<file path="src/rtl/motor_seq_pkg.sv">
package motor_seq_pkg;

  typedef enum logic [1:0] {
    PH_IDLE  = 2'd0,
    PH_FWD   = 2'd1,
    PH_BRAKE = 2'd2,
    PH_REV   = 2'd3
  } phase_e;

  // Number of clock cycles in one timed phase.
  function automatic longint unsigned phase_cycles(longint unsigned hz,
                                                   longint unsigned secs);
    return hz * secs;
  endfunction

  // Bridge drive for a phase, packed as {brake_n, dir}.
  function automatic logic [1:0] bridge_drive(phase_e ph);
    case (ph)
      PH_FWD:   return 2'b10;
      PH_BRAKE: return 2'b01;
      PH_REV:   return 2'b11;
      default:  return 2'b00;
    endcase
  endfunction

endpackage

</file>
<file path="src/rtl/btn_conditioner.sv">
module btn_conditioner #(
  parameter int unsigned DEBOUNCE_CYCLES = 1_000_000
) (
  input  logic clk,
  input  logic rst,
  input  logic btn_raw,
  output logic press
);
  localparam int unsigned DW = $clog2(DEBOUNCE_CYCLES + 1);
  localparam logic [DW-1:0] LIM = DW'(DEBOUNCE_CYCLES - 1);

  logic          sync_a, sync_b;
  logic          level, level_d;
  logic [DW-1:0] cnt;

  always_ff @(posedge clk) begin
    if (rst) begin
      sync_a  <= 1'b0;
      sync_b  <= 1'b0;
      level   <= 1'b0;
      level_d <= 1'b0;
      cnt     <= '0;
    end else begin
      sync_a  <= btn_raw;
      sync_b  <= sync_a;
      level_d <= level;
      if (sync_b == level) begin
        cnt <= '0;
      end else if (cnt == LIM) begin
        level <= sync_b;
        cnt   <= '0;
      end else begin
        cnt <= cnt + 1'b1;
      end
    end
  end

  assign press = level & ~level_d;

  // a held level gives a single press pulse
  p_press_single_r7: assert property (@(posedge clk) disable iff (rst)
    press |=> !press);

  // debounced level only rises after the synchronizer shows high
  p_level_follows_sync_r6: assert property (@(posedge clk) disable iff (rst)
    $rose(level) |-> $past(sync_b));

endmodule

</file>
<file path="src/rtl/phase_timer.sv">
module phase_timer #(
  parameter longint unsigned PHASE_LEN = 500_000_000
) (
  input  logic clk,
  input  logic rst,
  input  logic run,
  output logic done
);
  localparam int unsigned CW = (PHASE_LEN > 1) ? $clog2(PHASE_LEN) : 1;
  localparam logic [CW-1:0] LAST = CW'(PHASE_LEN - 1);

  logic [CW-1:0] cnt;

  always_ff @(posedge clk) begin
    if (rst || !run || done) cnt <= '0;
    else                     cnt <= cnt + 1'b1;
  end

  assign done = run && (cnt == LAST);

  // every phase starts counting from zero
  p_fresh_phase_r3: assert property (@(posedge clk) disable iff (rst)
    (!$past(run) || $past(done)) |-> cnt == '0);

endmodule

</file>
<file path="src/rtl/seq_fsm.sv">
module seq_fsm
  import motor_seq_pkg::*;
(
  input  logic   clk,
  input  logic   rst,
  input  logic   press,
  input  logic   done,
  output phase_e state,
  output logic   brake_n,
  output logic   dir,
  output logic   busy
);
  phase_e nxt;

  always_comb begin
    nxt = state;
    case (state)
      PH_IDLE:  if (press) nxt = PH_FWD;
      PH_FWD:   if (done)  nxt = PH_BRAKE;
      PH_BRAKE: if (done)  nxt = PH_REV;
      PH_REV:   if (done)  nxt = PH_IDLE;
      default:             nxt = PH_IDLE;
    endcase
  end

  always_ff @(posedge clk) begin
    if (rst) state <= PH_IDLE;
    else     state <= nxt;
  end

  assign {brake_n, dir} = bridge_drive(state);
  assign busy = (state != PH_IDLE);

  // a running phase only moves on at timer expiry; presses are ignored
  p_hold_until_done_r8: assert property (@(posedge clk) disable iff (rst)
    (state != PH_IDLE && !done) |=> state == $past(state));

  // reset brings the sequencer home from any phase
  p_reset_home_r10: assert property (@(posedge clk)
    rst |=> state == PH_IDLE);

endmodule

</file>
<file path="src/rtl/motor_seq_top.sv">
module motor_seq_top
  import motor_seq_pkg::*;
#(
  parameter longint unsigned CLK_HZ          = 50_000_000,
  parameter longint unsigned PHASE_SECONDS   = 10,
  parameter int unsigned     DEBOUNCE_CYCLES = 1_000_000
) (
  input  logic clk,
  input  logic rst,
  input  logic btn_raw,
  output logic brake_n,
  output logic dir,
  output logic busy
);
  localparam longint unsigned PHASE_LEN = phase_cycles(CLK_HZ, PHASE_SECONDS);

  // Internal events brought out as named wires.
  logic   press_evt;
  logic   phase_done;
  phase_e phase;

  btn_conditioner #(.DEBOUNCE_CYCLES(DEBOUNCE_CYCLES)) u_btn (
    .clk     (clk),
    .rst     (rst),
    .btn_raw (btn_raw),
    .press   (press_evt)
  );

  phase_timer #(.PHASE_LEN(PHASE_LEN)) u_timer (
    .clk  (clk),
    .rst  (rst),
    .run  (busy),
    .done (phase_done)
  );

  seq_fsm u_fsm (
    .clk     (clk),
    .rst     (rst),
    .press   (press_evt),
    .done    (phase_done),
    .state   (phase),
    .brake_n (brake_n),
    .dir     (dir),
    .busy    (busy)
  );

  // whenever idle the brake is engaged
  p_idle_braked_r1: assert property (@(posedge clk)
    !busy |-> !brake_n);

  // a cycle opens with a forward run
  p_start_forward_r2: assert property (@(posedge clk) disable iff (rst)
    $rose(busy) |-> brake_n && !dir);

  // braked time inside a cycle holds the reverse level
  p_pause_reverse_level_r4: assert property (@(posedge clk)
    (busy && !brake_n) |-> dir);

  // a cycle closes out of the reverse run
  p_end_from_reverse_r5: assert property (@(posedge clk) disable iff (rst)
    ($fell(busy) && !$past(rst)) |-> $past(brake_n) && $past(dir));

  // no run starts together with a direction change
  p_dir_steady_on_run_r9: assert property (@(posedge clk) disable iff (rst)
    $rose(brake_n) |-> $stable(dir));

endmodule

</file>
<file path="config.mk">
export PLATFORM = sky130hd
export DESIGN_NAME = motor_seq_top
export DESIGN_NICKNAME = d
export VERILOG_FILES = /design/src/rtl/motor_seq_pkg.sv /design/src/rtl/btn_conditioner.sv /design/src/rtl/phase_timer.sv /design/src/rtl/seq_fsm.sv /design/src/rtl/motor_seq_top.sv
export SDC_FILE = /design/constraint.sdc
export NUM_CORES = 1
export LEC_CHECK = 0
export CAP_MARGIN = 20
export CORE_AREA = 2 2 81 64
export DETAILED_ROUTE_END_ITERATION = 8
export DIE_AREA = 0 0 83 66
export GPL_TIMING_DRIVEN = 0
export PLACE_DENSITY = 0.75
export SLEW_MARGIN = 20
export SYNTH_ARGS = -nofsm -noshare
export SYNTH_HDL_FRONTEND = slang
export SYNTH_SLANG_ARGS = --single-unit
</file>
<file path="constraint.sdc">
create_clock -name clk -period 4.2 [get_ports clk]
set_input_delay 0.42 -clock clk [delete_from_list [all_inputs] [get_ports clk]]
set_output_delay 0.42 -clock clk [all_outputs]
set_load 0.05 [all_outputs]
</file>
# ---- Yosys cells after proc, flatten, opt, wreduce, memory -nomap -nowiden
# Cells that the tools add are included.
dict set report totals {
  regBits 55
  in_bits 3
  output_inout_bits 3
  wordCells 37
}
dict set report classes {
  n_addsub 2
  n_eq_ne 10
  n_mux 6
  bitwise_logic 3
  n_reduce_logical 9
}
# op n
set ops {}
lappend ops {{$add A29 B1 Y29 const B} 1}
lappend ops {{$eq A29 B29 Y1 const B} 1}
lappend ops {{$add A20 B1 Y20 const B} 1}
lappend ops {{$eq A20 B20 Y1 const B} 1}
lappend ops {{$mux W2} 4}
lappend ops {{$ne A2 B2 Y1 const B} 4}
lappend ops {{$pmux W2 S4} 1}
lappend ops {{$pmux W2 S3} 1}
lappend ops {{$eq A2 B2 Y1 const B} 2}
lappend ops {{$reduce_and A4 Y1} 1}
lappend ops {{$reduce_or A3 Y1} 1}
lappend ops {{$eq A2 B1 Y1 const B} 1}
lappend ops {{$logic_not A2 Y1} 1}
lappend ops {{$logic_or A1 B1 Y1} 2}
lappend ops {{$not A1 Y1} 2}
lappend ops {{$reduce_and A2 Y1} 1}
lappend ops {{$reduce_bool A2 Y1} 1}
lappend ops {{$and A1 B1 Y1} 1}
lappend ops {{$eq A1 B1 Y1} 1}
lappend ops {{$logic_and A1 B1 Y1} 1}
lappend ops {{$logic_not A1 Y1} 1}

# ---- Depth between registers and ports, before layout
dict set report logic_depth {
  ltp_word 4
  ltp_mapped 8
  depth_no_buf 6
}

# ---- Cells and area by module
# A second synthesis with hierarchy kept.
dict set report unflattened {
  cells_unflattened 311
  area_unflattened_um2 2726.4
}
# module instances cells_each area_each_um2 seq_area_each_um2
set modules_own_cells {}
lappend modules_own_cells {phase_timer 1 175 1501.4 580.6}
lappend modules_own_cells {btn_conditioner 1 116 1048.5 480.5}
lappend modules_own_cells {seq_fsm 1 20 176.4 40.0}

# ---- Worst setup path after synthesis
# No wires, ideal clock.
dict set report synth_path {
  path_type {reg-to-reg}
  startpoint {register u_fsm.state[0]}
  endpoint {register u_fsm.state[1]}
  setup_time_ns 0.062
  arrival_ns 1.996
  required_time_ns 4.138
  slack_ns 2.143
  stages_incl_launch_ff 8
  path_buffers 1
  period_less_slack_ns 2.057
  cell_sequence {dfxtp_1 inv_1 ha_1 clkbuf_1 nor4_1 nand4_1 or4b_2 nand3_1}
}
dict set report synth_between {
  elab_chain_len 4
}
# item line_no
set synth_rtl {}
lappend synth_rtl {{from (decl)} seq_fsm.sv:8} ;# output phase_e state,
lappend synth_rtl {{from (signal assigned)} seq_fsm.sv:28} ;# else state <= nxt;
lappend synth_rtl {{$reduce_bool A2 Y1} seq_fsm.sv:32} ;# assign busy = (state != PH_IDLE);
lappend synth_rtl {{$logic_and A1 B1 Y1} phase_timer.sv:19} ;# assign done = run && (cnt == LAST);
lappend synth_rtl {{$ne A2 B2 Y1 (no line)} --}
lappend synth_rtl {{$reduce_and A4 Y1 (no line)} --}
# Several ways; a longest one is shown, not always the timed one.
# A chain may end at the register's enable or synchronous reset.

# ---- Worst setup path in the final report
dict set report layout_path {
  startpoint {register u_fsm.state[0]}
  endpoint {output busy}
}
dict set report layout_between {
  elab_chain_len 1
}
# item line_no
set layout_rtl {}
lappend layout_rtl {{$reduce_bool A2 Y1} seq_fsm.sv:32}
lappend layout_rtl {{to (decl)} motor_seq_top.sv:13} ;# output logic busy
# Every way passes these cells.

==> out/metrics.yaml <==
status: "complete, no violations"
wl_per_cell_um: 14.4
maxCapViolations: 0
gp_congestion: 0.799
power_density_mw_per_mm2: 293
synth_area_mm2: 0.00270
cts_buffer_depth: 2
grt_pass1_vias: 1938
cts_root_buffer: "clkbuf_8"
synth_top_family_by_area: "simple AND/OR/NAND/NOR gates"
path_max_fanout: 10
fillers: 437
synth_xor_area_share_pct: 7.78
area_growth_pct: 7.78
slew_headroom_pct: 66.8
whs_ns: 0.457
fp.dieH_um: 66
initial_core_util_pct: 57.4
synth-simple-area-share_pct: 31.0
detail_route.wirelength_um: 5570
synth_edf_count: 0
synth_top_area_share_pct: 40.8
grt_usage_pct: 20.8
cts_hold_buffers: 0
numCtsBuffers: 5
rows: 22
maxSlewViolCount: 0
min_period_ns: 2.58
insertion_delay_ns: 0.31
ctsResizeCount: 0
grt_pass1_wl_um: 9260
synth.area.mux_share_pct: 0
synth_warnings: 0
fmax_ghz: 0.388
hold_viol: 0
hold_path_class: "flop to flop"
min_period_over_period_pct: 61.4
drt_iter0_drc: 163
finalClockSkew_ns: 0.00459
post_cts_buffers: 0
cts_tree: "yes"
drive_gt1_share_pct: 7.65
hpwlAfterDp_um: 3910
crit_required_ns: 3.78
cp-end-kind: "output pin"
via_count: 2297
h-tree-depth: 2
nNetsFinal: 336
io-pin-count: 6
tightest_slew_ns: 0.497
syn_avg_cell_area_um2: 8.60
grt_overflow: 0
synth_top_flop_cell: "dfxtp_1"
final_common_cell: "dfxtp_1"
post-route-util_pct: 61.8
crit_type: "flop to output pin"
synthCells: 314
grt_max_degree: 17
clk_pin_slew_worst_paths_ns: 0.09
synth_cell_types: 45
layout_common_cells: "dfxtp_1, nor2_1, a21oi_1"
synth_compound_area_share_pct: 13.3
port_buffers: 5
synthTopCellsByArea: "dfxtp_1, nor2_1, xor2_1"
viasPerCell: 5.94
start_kind: "flop"
async_flop_share_pct: 0
rsz0062_at_grt: "no"
n_antenna_cell: 0
cts.sinks: 55
drtAntennaViolNets: 0
ir_worst_vdd_mv: 0.190
setup_violations: 0
die-area_mm2: 0.00548
drt_pass1_iterations: 5
ys_seq_elements: 55
p_leak_nw: 0.849
synthAdderAreaFrac_pct: 3.24
drc: 0
die_width_um: 83
arrival_ns: 2.16
setup-tns-final_ns: 0
antenna_found_initial: 0
ys_seq_area_share_pct: 40.8
syn_nets: 324
core_mm2: 0.00471
yosys.area.top_type: "dfxtp_1"
critical path, stage by stage (launching register included):
cell and delay [ns]:
dfxtp_1 0.34, inv_1 0.16, ha_1 0.17, clkbuf_1 0.40, inv_1 0.08, clkdlybuf4s50_1 0.71
power breakdown:
group          switching (mW)  internal, mW
clock                   0.168         0.117
combinational          0.0283        0.0139
sequential            0.00212         0.524
total                   0.198         0.655
layer usage:
layer | up-vias | routed length, um | GRT usage [%] | part of all wire, %
li1 | 1174 | - | - | -
met1 | 1050 | 2980 | 31.6 | 53
met2 | 67 | 2250 | 29.5 | 40
met3 | 6 | 286 | 4.49 | 5.1
met4 | 0 | 53 | 5.53 | 0.95
met5 | - | 0 | 0 | 0
worst paths after layout:
path,startpoint,to,slack (ns),cells past startpoint
max,u_fsm.state[0],busy,1.62,5
min,u_btn.sync_a,u_btn.sync_b,0.46,1
max reg2reg,u_fsm.state[0],u_timer.cnt[28],1.68,8
min reg2reg,u_btn.sync_a,u_btn.sync_b,0.46,1
cell families (layout without fill, tap and decap cells):
group,count (synthesis),in the layout
xor+xnor,24,24
simple gates,147,147
fa+ha+maj,7,7
buf+inv,26,39
compound gates,55,55
flops,55,55
cells in the mapped netlist (all sizes together), types with 3 or more instances:
library cell	count
or4b	3
buf	7
nor2	34
dfxtp	55
or4	14
inv	11
clkbuf	8
nand3	20
a21oi	21
nor2b	4
o31ai	13
o21ai	10
or2	3
xor2	14
nand4	13
nor4	4
ha	7
or3	10
xnor2	10
nor3	7
nand2	17
and4	8
layout make-up:
type / count / area, um2 / area share [%]
Timing Repair Buffer: 5 / 50.0 / 1.72
Clock buffer: 6 / 72.6 / 2.49
Inverter: 11 / 41.3 / 1.42
Buffer: 15 / 65.1 / 2.24
Multi-Input combinational cell: 233 / 1490 / 51.3
Tap cell: 60 / 75.1 / 2.58
Clock inverter: 2 / 12.5 / 0.430
Sequential cell: 55 / 1100 / 37.8
flip-flops by register name, summed over array words and instances, names as in the netlist:
register,cells
u_btn.level_d,1
u_btn.level,1
u_btn.cnt,20
u_fsm.state,2
u_timer.cnt,29
u_btn.sync_a,1
u_btn.sync_b,1
per-stage QoR:
| step | setup WS (ns) | power [mW] | cells | area, um2 |
|---|---|---|---|---|
| 2_1_floorplan | 2.14 | 0.567 | 314 | 2700 |
| 3_3_place_gp | 1.76 | 0.579 | 379 | 2830 |
| 3_5_place_dp | 1.73 | 0.580 | 379 | 2830 |
| 4_1_cts | 1.64 | 0.861 | 387 | 2910 |
| 5_1_grt | 1.52 | 0.885 | 387 | 2910 |
| 6_report | 1.62 | 0.853 | 387 | 2910 |
Power figures use the tool's default switching activity.
